==> src/rtl/nmea_fx_pkg.sv <==
package nmea_fx_pkg;
  typedef enum logic [1:0] {
    KIND_OTHER = 2'd0,
    KIND_GGA   = 2'd1,
    KIND_RMC   = 2'd2,
    KIND_VTG   = 2'd3
  } kind_e;

  localparam int N_ITEMS = 5;
  localparam int IT_TIME = 0;
  localparam int IT_DATE = 1;
  localparam int IT_LAT  = 2;
  localparam int IT_LON  = 3;
  localparam int IT_SPD  = 4;

  localparam logic [7:0] CH_BLANK = 8'h20;
endpackage

==> src/rtl/nmea_fx_decode.sv <==
module nmea_fx_decode
  import nmea_fx_pkg::*;
#(
  parameter int IDXW  = 5,
  parameter int FLDW  = 5,
  parameter int TFRAC = 2,
  parameter int SPDC  = 5
) (
  input  kind_e              kind,
  input  logic [FLDW-1:0]    field,
  input  logic [IDXW-1:0]    idx,
  output logic [N_ITEMS-1:0] sel,
  output logic [IDXW-1:0]    pos,
  output logic               mark,
  output logic [N_ITEMS-1:0] owner
);
  localparam int FRAC_END = 7 + TFRAC;

  int f_i;
  int x_i;

  always_comb begin
    f_i  = int'(field);
    x_i  = int'(idx);
    sel  = '0;
    pos  = idx;
    mark = 1'b0;
    // time field shared by two sentence kinds
    if ((kind == KIND_GGA || kind == KIND_RMC) && f_i == 1) begin
      if (x_i < 6) begin
        sel[IT_TIME] = 1'b1;
        mark         = 1'b1;
      end else if (x_i >= 7 && x_i < FRAC_END) begin
        sel[IT_TIME] = 1'b1;
        mark         = 1'b1;
        pos          = idx - IDXW'(1);
      end
    end
    case (kind)
      KIND_GGA: begin
        if (f_i == 2 && x_i < 4) begin
          sel[IT_LAT] = 1'b1;
          mark        = 1'b1;
        end else if (f_i == 3 && x_i == 0) begin
          sel[IT_LAT] = 1'b1;
          pos         = IDXW'(4);
        end else if (f_i == 4 && x_i < 5) begin
          sel[IT_LON] = 1'b1;
          mark        = 1'b1;
        end else if (f_i == 5 && x_i == 0) begin
          sel[IT_LON] = 1'b1;
          pos         = IDXW'(5);
        end
      end
      KIND_RMC: begin
        if (f_i == 9 && x_i < 6) begin
          sel[IT_DATE] = 1'b1;
          mark         = 1'b1;
        end
      end
      KIND_VTG: begin
        if (f_i == 7 && x_i < SPDC) begin
          sel[IT_SPD] = 1'b1;
          mark        = 1'b1;
        end
      end
      default: ;
    endcase
  end

  always_comb begin
    owner = '0;
    case (kind)
      KIND_GGA: begin
        owner[IT_TIME] = 1'b1;
        owner[IT_LAT]  = 1'b1;
        owner[IT_LON]  = 1'b1;
      end
      KIND_RMC: begin
        owner[IT_TIME] = 1'b1;
        owner[IT_DATE] = 1'b1;
      end
      KIND_VTG: owner[IT_SPD] = 1'b1;
      default: ;
    endcase
  end
endmodule

==> src/rtl/nmea_fx_slot.sv <==
module nmea_fx_slot
  import nmea_fx_pkg::*;
#(
  parameter int NCH  = 6,
  parameter int POSW = 5
) (
  input  logic             clk,
  input  logic             rst_n,
  input  logic             clr,
  input  logic             wr,
  input  logic [POSW-1:0]  pos,
  input  logic             mark,
  input  logic [7:0]       ch,
  input  logic             commit,
  output logic [8*NCH-1:0] value,
  output logic             ok
);
  logic [7:0] shadow [NCH];
  logic       seen;

  always_ff @(posedge clk or negedge rst_n) begin
    if (!rst_n) begin
      for (int p = 0; p < NCH; p++) shadow[p] <= CH_BLANK;
      seen <= 1'b0;
    end else if (clr) begin
      for (int p = 0; p < NCH; p++) shadow[p] <= CH_BLANK;
      seen <= 1'b0;
    end else if (wr) begin
      for (int p = 0; p < NCH; p++)
        if (pos == POSW'(p)) shadow[p] <= ch;
      if (mark) seen <= 1'b1;
    end
  end

  always_ff @(posedge clk or negedge rst_n) begin
    if (!rst_n) begin
      value <= {NCH{CH_BLANK}};
      ok    <= 1'b0;
    end else if (commit) begin
      ok <= seen;
      if (seen)
        for (int p = 0; p < NCH; p++) value[8*(NCH-p)-1 -: 8] <= shadow[p];
    end
  end
endmodule

==> src/rtl/nmea_field_extract.sv <==
module nmea_field_extract
  import nmea_fx_pkg::*;
#(
  parameter int IDXW  = 5,
  parameter int FLDW  = 5,
  parameter int TFRAC = 2,
  parameter int SPDC  = 5
) (
  input  logic                    clk,
  input  logic                    rst_n,
  input  logic                    in_valid,
  output logic                    in_ready,
  input  logic [7:0]              in_char,
  input  logic [1:0]              in_kind,
  input  logic [FLDW-1:0]         in_field,
  input  logic [IDXW-1:0]         in_index,
  input  logic                    sent_start,
  input  logic                    sent_done,
  input  logic                    sent_good,
  output logic [8*(6+TFRAC)-1:0]  time_chars,
  output logic                    time_ok,
  output logic [47:0]             date_chars,
  output logic                    date_ok,
  output logic [39:0]             lat_chars,
  output logic                    lat_ok,
  output logic [47:0]             lon_chars,
  output logic                    lon_ok,
  output logic [8*SPDC-1:0]       speed_chars,
  output logic                    speed_ok,
  output logic [2:0]              upd
);
  localparam int TCH = 6 + TFRAC;

  kind_e              kind;
  logic [N_ITEMS-1:0] sel, owner, wr, commit;
  logic [IDXW-1:0]    pos;
  logic               mark;
  logic               good_end;

  assign kind     = kind_e'(in_kind);
  assign in_ready = 1'b1;
  assign good_end = sent_done & sent_good;
  assign wr       = sel & {N_ITEMS{in_valid}};
  assign commit   = owner & {N_ITEMS{good_end}};

  nmea_fx_decode #(.IDXW(IDXW), .FLDW(FLDW), .TFRAC(TFRAC), .SPDC(SPDC)) u_dec (
    .kind(kind), .field(in_field), .idx(in_index),
    .sel(sel), .pos(pos), .mark(mark), .owner(owner)
  );

  nmea_fx_slot #(.NCH(TCH), .POSW(IDXW)) u_time (
    .clk(clk), .rst_n(rst_n), .clr(sent_start), .wr(wr[IT_TIME]), .pos(pos),
    .mark(mark), .ch(in_char), .commit(commit[IT_TIME]),
    .value(time_chars), .ok(time_ok)
  );

  nmea_fx_slot #(.NCH(6), .POSW(IDXW)) u_date (
    .clk(clk), .rst_n(rst_n), .clr(sent_start), .wr(wr[IT_DATE]), .pos(pos),
    .mark(mark), .ch(in_char), .commit(commit[IT_DATE]),
    .value(date_chars), .ok(date_ok)
  );

  nmea_fx_slot #(.NCH(5), .POSW(IDXW)) u_lat (
    .clk(clk), .rst_n(rst_n), .clr(sent_start), .wr(wr[IT_LAT]), .pos(pos),
    .mark(mark), .ch(in_char), .commit(commit[IT_LAT]),
    .value(lat_chars), .ok(lat_ok)
  );

  nmea_fx_slot #(.NCH(6), .POSW(IDXW)) u_lon (
    .clk(clk), .rst_n(rst_n), .clr(sent_start), .wr(wr[IT_LON]), .pos(pos),
    .mark(mark), .ch(in_char), .commit(commit[IT_LON]),
    .value(lon_chars), .ok(lon_ok)
  );

  nmea_fx_slot #(.NCH(SPDC), .POSW(IDXW)) u_spd (
    .clk(clk), .rst_n(rst_n), .clr(sent_start), .wr(wr[IT_SPD]), .pos(pos),
    .mark(mark), .ch(in_char), .commit(commit[IT_SPD]),
    .value(speed_chars), .ok(speed_ok)
  );

  always_ff @(posedge clk or negedge rst_n) begin
    if (!rst_n) upd <= 3'b000;
    else if (good_end)
      upd <= {kind == KIND_VTG, kind == KIND_RMC, kind == KIND_GGA};
    else upd <= 3'b000;
  end
endmodule

==> config.mk <==
export PLATFORM = sky130hd
export DESIGN_NAME = nmea_field_extract
export DESIGN_NICKNAME = d
export VERILOG_FILES = /design/src/rtl/nmea_fx_pkg.sv /design/src/rtl/nmea_fx_decode.sv /design/src/rtl/nmea_fx_slot.sv /design/src/rtl/nmea_field_extract.sv
export SDC_FILE = /design/constraint.sdc
export NUM_CORES = 1
export LEC_CHECK = 0
export BUFFER_PORTS_ARGS = -buffer_cell sky130_fd_sc_hd__clkbuf_2
export CAP_MARGIN = 25
export CORE_MARGIN = 2
export CORE_UTILIZATION = 35
export DETAILED_ROUTE_END_ITERATION = 10
export PLACE_DENSITY_LB_ADDON = 0.3
export SLEW_MARGIN = 10
export SYNTH_ARGS = -nofsm -noshare
export SYNTH_HDL_FRONTEND = slang
export SYNTH_SLANG_ARGS = --single-unit
==> constraint.sdc <==
create_clock -name clk -period 1.8 [get_ports clk]
set_input_delay 0 -clock clk [delete_from_list [all_inputs] [get_ports clk]]
set_output_delay 0 -clock clk [all_outputs]
set_load 0.01 [all_outputs]
=== After elaboration in Yosys (flattened, before gate mapping) ===
Cells that the tools add are included.

* Word-level logic and storage cells: 200
* Flip-flop bits (word level): 493
* Input port bits: 26
* Output and inout port bits: 249

* $lt $le $gt $ge: 5
* Reductions and logical operators: 66
* Bitwise logic cells: 3
* Multiplexer cells: 62
* Equality and inequality tests: 17
* Add/subtract/negate cells: 1

{| class="wikitable"
|+ Operator list
! cell !! count
|-
| $mux W48 || 4
|-
| $mux W40 || 4
|-
| $mux W64 || 2
|-
| $reduce_and A2 Y1 || 40
|-
| $mux W8 || 8
|-
| $mux W5 || 8
|-
| $mux W1 || 32
|-
| $eq A5 B3 Y1 const B || 6
|-
| $reduce_bool A2 Y1 || 14
|-
| $eq A5 B2 Y1 const B || 3
|-
| $eq A5 B4 Y1 const B || 3
|-
| $lt A5 B3 Y1 const B || 3
|-
| $and A5 B5 Y5 || 2
|-
| $logic_not A5 Y1 || 2
|-
| $logic_and A1 B1 Y1 || 8
|-
| $eq A5 B1 Y1 const B || 1
|-
| $eq A5 B5 Y1 const B || 1
|-
| $ge A5 B3 Y1 const B || 1
|-
| $lt A5 B4 Y1 const B || 1
|-
| $sub A5 B1 Y5 const B || 1
|-
| $eq A2 B2 Y1 const B || 2
|-
| $mux W2 || 2
|-
| $mux W3 || 1
|-
| $pmux W1 S3 || 1
|-
| other kinds (4) || 4
|}

=== Longest topological paths before layout ===
* Word-level depth: 14
* Gate-level depth with buffers: 10

=== Modules after synthesis ===
A second synthesis with hierarchy kept.

* Cells, all modules: 1,496
* Area total of the unflattened synthesis: 20,789.9 µm²

{| class="wikitable"
|+ By module, submodules not included
! module !! instances !! cells each !! seq. area each (µm²) !! area each (µm²)
|-
| nmea_fx_slot at u_date ... || 2 || 281 || 2,467.4 || 4,030.1
|-
| nmea_fx_slot at u_lat ... || 2 || 235 || 2,064.5 || 3,354.5
|-
| nmea_fx_slot at u_time || 1 || 374 || 3,273.1 || 5,328.9
|-
| nmea_fx_decode || 1 || 72 || 0.0 || 508.0
|-
| nmea_field_extract || 1 || 18 || 75.1 || 183.9
|}

=== Least setup slack after synthesis ===
No wires, ideal clock.

* Path kind: input to register
* From: in in_kind[0]
* To: reg u_time.shadow[54] in the netlist's numbering
* Cell stages on the path: 9
* Path slack: -751 ps
* Buffers on the path: 2
* Setup time: 132 ps
* Arrival time: 2,419 ps
* Data required time: 1,668 ps
* Cells stage by stage: inv_1 ha_1 or4b_4 o41a_1 a311o_1 buf_2 or3_1 buf_4 mux2i_1

* Cells in the longest elaborated chain, start to end: 12
* Elaborated cells on any way between the ends: 16

{| class="wikitable"
|+ Ends and longest elaborated chain
! item !! RTL line !! text
|-
| from (decl) || nmea_field_extract.sv:14 || <nowiki>input logic [1:0] in_kind,</nowiki>
|-
| $eq A2 B1 Y1 / $eq A2 B2 Y1 (equally long branches) || nmea_fx_decode.sv:29, nmea_fx_decode.sv:39 ||
|-
| $logic_or A1 B1 Y1 || nmea_fx_decode.sv:29 || <nowiki>if ((kind == KIND_GGA || kind == KIND_RMC) && f_i == 1) begin</nowiki>
|-
| $logic_and A1 B1 Y1 || nmea_fx_decode.sv:29 ||
|-
| $mux W5 || nmea_fx_decode.sv:29 ||
|-
| $mux W5 || nmea_fx_decode.sv:50 || <nowiki>end else if (f_i == 5 && x_i == 0) begin</nowiki>
|-
| $mux W5 || nmea_fx_decode.sv:47 || <nowiki>end else if (f_i == 4 && x_i < 5) begin</nowiki>
|-
| $mux W5 || nmea_fx_decode.sv:44 || <nowiki>end else if (f_i == 3 && x_i == 0) begin</nowiki>
|-
| $mux W5 || nmea_fx_decode.sv:41 || <nowiki>if (f_i == 2 && x_i < 4) begin</nowiki>
|-
| $mux W5 || nmea_fx_decode.sv:39 || <nowiki>case (kind)</nowiki>
|-
| $eq A5 B1 Y1 || nmea_fx_slot.sv:30 || <nowiki>if (pos == POSW'(p)) shadow[p] <= ch;</nowiki>
|-
| $reduce_bool A2 Y1 (no source line) || n/a ||
|-
| $reduce_and A2 Y1 (no source line) (*) || n/a ||
|-
| to (signal, indexed assignment) || nmea_fx_slot.sv:30 ||
|-
| to (decl) || nmea_fx_slot.sv:18 || <nowiki>logic [7:0] shadow [NCH];</nowiki>
|}

Mark *: on every way between the ends. The rest lies on a longest branch, timed or not.
A chain may end at the register's enable or synchronous reset.

=== Final worst setup path ===
* From: in in_kind[0]
* To: reg u_spd.shadow[28] in the netlist's numbering

* Cells in the longest elaborated chain, start to end: 12
* Elaborated cells on any way between the ends: 17

{| class="wikitable"
|+ Ends and longest elaborated chain
! item !! RTL line
|-
| $eq A2 B1 Y1 / $eq A2 B2 Y1 (equally long branches) || nmea_fx_decode.sv:29, nmea_fx_decode.sv:39
|-
| $logic_or A1 B1 Y1 || nmea_fx_decode.sv:29
|-
| $logic_and A1 B1 Y1 || nmea_fx_decode.sv:29
|-
| $mux W5 || nmea_fx_decode.sv:29
|-
| $mux W5 || nmea_fx_decode.sv:50
|-
| $mux W5 || nmea_fx_decode.sv:47
|-
| $mux W5 || nmea_fx_decode.sv:44
|-
| $mux W5 || nmea_fx_decode.sv:41
|-
| $mux W5 || nmea_fx_decode.sv:39
|-
| $eq A5 B1 Y1 || nmea_fx_slot.sv:30
|-
| $reduce_bool A2 Y1 (no source line) || n/a
|-
| $reduce_and A2 Y1 (no source line) (*) || n/a
|-
| to (signal, indexed assignment) || nmea_fx_slot.sv:30
|-
| to (decl) || nmea_fx_slot.sv:18
|}

Marks and branches as above.

==> reports/metrics.csv <==
metric,value,unit
relSlewSlack,56.3,%
chipWidth,243,um
layout_commonest_cell,dfrtp_1,
grt_pass1_wl,87800,um
grt_pass1_vias,14211,
finalNonFillerCells,2711,
synth-seq-area-share,62.3,%
max_cap_viol_count,0,
overflow,0,
insertion_delay,590,ps
slew_violations,0,
required,2260,ps
final_cell_mix,"433 x dfrtp_1, 267 x clkbuf_2, 239 x mux2_2, 196 x mux2i_1, 148 x nor2_1",
wl_per_cell,21.1,um
nNetsFinal,1945,
max_slew.worst_pin.slew,655,ps
cp.depth,10,
synthDistinctLibCells,63,
antenna_found_initial,1,
yosys-top-cells-area,"dfrtp_1 54%, mux2_2 14%, mux2i_1 10%, dfstp_2 7.9%, nor2_1 2.8%",
power.leakage,13.3,nW
pwr_density_cell,885,nW/um^2
core_area,56400,sq um
rsz0062_at_grt,true,
cts_buffer_depth,3,
violations,setup timing,
crit_path_end_kind,flip-flop,
critical_path.cell_chain,"clkbuf_16, inv_12, ha_4, or4b_4, o41ai_4, nand4_1, buf_4, or4b_4, mux2i_1, nor2_1",
crit_slowest_cell,or4b_4,
cpPeakStageDelay,540,ps
synth_nets,1500,
gr-usage-all-layers,19.3,%
timing.final.ws_setup,-144,ps
synth-edff-count,0,
antenna_left,0,
syn_inst,1468,
clock.fmax,0.514,GHz
hold_ws,41.8,ps
die-area,58800,sq um
initial_utilization,35.3,%
ys_async_sr_fraction,100,%
ys_ff_latch,493,
start_kind,input pin,
crit_path_frequent_cell,or4b_4,
root_buffer,clkbuf_16,
htreeDepth,2,
worstRegToRegCells,3,
crit_buf_inv,3,
route.vias.total,13358,
timing.rr.end,u_time.value[41]$_DFFE_PN0P_,
num_rows,87,
gp_congestion,0.826,
place_inst,2579,
outcome,"complete, but fails checks",
period_share,108,%
finalSetupTns,-5380,ps
setup_violations,105,
ys.flop_type,dfrtp_1,
diodes,0,
mappedNetlistArea,19900,sq um
tritoncts,built,
syn2layout_area_growth,31.8,%
hold_violations,0,
first_pass_iters,4,
drc,0,
numPortBuffers,273,
min_from,in_char[6],
finalClockSkew,19.8,ps
io_pins,275,
cts.sinks,493,
dpl.hpwl,38600,um
finish.utilization,46.6,%
pre_cts_ws,-954,ps
fill_cells,5170,
clkTransAtPathRegs,60,ps
grt_max_degree,77,
drive_gt1_share,47.2,%
synth_top_area_share,54.4,%
path_max_fanout,4,
rrSetupSlack,350,ps
drt_first_iter_violations,745,
crit_arrival,2410,ps
finalCriticalPeriod,1940,ps
avgSynthCellArea,13.6,sq um
die_h,243,um
critPathTopFamily,simple AND/OR/NAND/NOR gates,
crit_start,in_kind[0],
drt-total-wl,57200,um
worstHoldPathType,input pin to flip-flop,
synth_warnings,0,
ir_drop,0.000597,V
critPathCapture,u_spd.shadow[28]$_DFFE_PN0P_,
cts_buffers,52,
reg2reg_from,u_time.seen$_DFFE_PN0P_,
viasPerCell,4.93,
crit_type,input pin to flip-flop,
synth_top_cell_by_area,dfrtp_1,
## synth_stat cells, drive strengths merged, types with 9 or more instances
cell / count
dfrtp: 433
mux2: 239
mux2i: 199
nor2: 152
nand2: 101
clkbuf: 63
dfstp: 60
nand3: 31
o21ai: 24
buf: 21
a21oi: 20
inv: 13
nand4: 13
nor3: 9
## worst register-to-register path, cell delays in order, from the launching register on
cell	delay [ps]
dfrtp_1	380
nand4_1	170
buf_12	300
mux2_2	480
## through the flow
step           cell area [sq um]  total power, mW
2_1_floorplan              20000             11.6
3_3_place_gp               23700             12.2
3_5_place_dp               23700             12.3
4_1_cts                    25900             23.5
5_1_grt                    26300             24.1
6_report                   26300             23.2
## worst min path at each step
stage,cells past startpoint,end
after floorplan,0,u_date.ok$_DFFE_PN0P_
after global placement,1,u_date.shadow[44]$_DFFE_PN0P_
after detailed placement,1,u_date.shadow[44]$_DFFE_PN0P_
after CTS,4,u_date.shadow[38]$_DFFE_PN0P_
after global routing,3,u_date.shadow[6]$_DFFE_PN0P_
final,3,u_date.shadow[6]$_DFFE_PN0P_
## cell families (layout without fill, tap and decap cells)
logic type                 count (synthesis)  count (layout)  share of synthesized area [%]
buffers and inverters                     97             583                           1.93
and+or+nand+nor                          339             340                           7.58
AOI/OAI and AO/OA                         93              93                           4.25
muxes                                    438             438                           23.5
other                                      1               1                         0.0188
xor gates and xnor gates                   1               1                         0.0440
adders and majority gates                  6               6                          0.377
DFF                                      493             493                           62.3
## layout make-up
class                           instances  area (sq um)  area share, %
Multi-Input combinational cell        879          7520           28.6
Tap cell                              756           946           3.60
Clock buffer                           73          1460           5.56
Inverter                               13          67.6          0.257
Timing Repair Buffer                  474          3560           13.5
Sequential cell                       493         12400           47.3
Clock inverter                         23           299           1.14
## state kept, by name, summed over array words and instances (netlist names), 48 cells and up
register	count
u_time.value	64
u_time.shadow	64
u_date.shadow	48
u_date.value	48
u_lon.shadow	48
u_lon.value	48
## metal layers
layer / GRT usage [%] / wire length [um]
met5: 0 / 13
met4: 5.27 / 1560
met3: 3.99 / 3010
met2: 32.6 / 27900
met1: 25.4 / 24800
## what timing repair did
action,4_1_cts,5_1_grt
endpoints found under the hold margin,474,0
buffers inserted,9,12
setup endpoints to repair,229,220
resized for setup,31,67
gates cloned,1,2
pin swaps,15,19
hold buffers,15,0
## report_power, final
part	total, mW	switching, mW	internal, mW
clock	11.1	4.42	6.66
sequential	11.1	0.00454	11.1
combinational	1.06	0.725	0.333
total	23.2	5.15	18.1
Power figures use the tool's default switching activity.
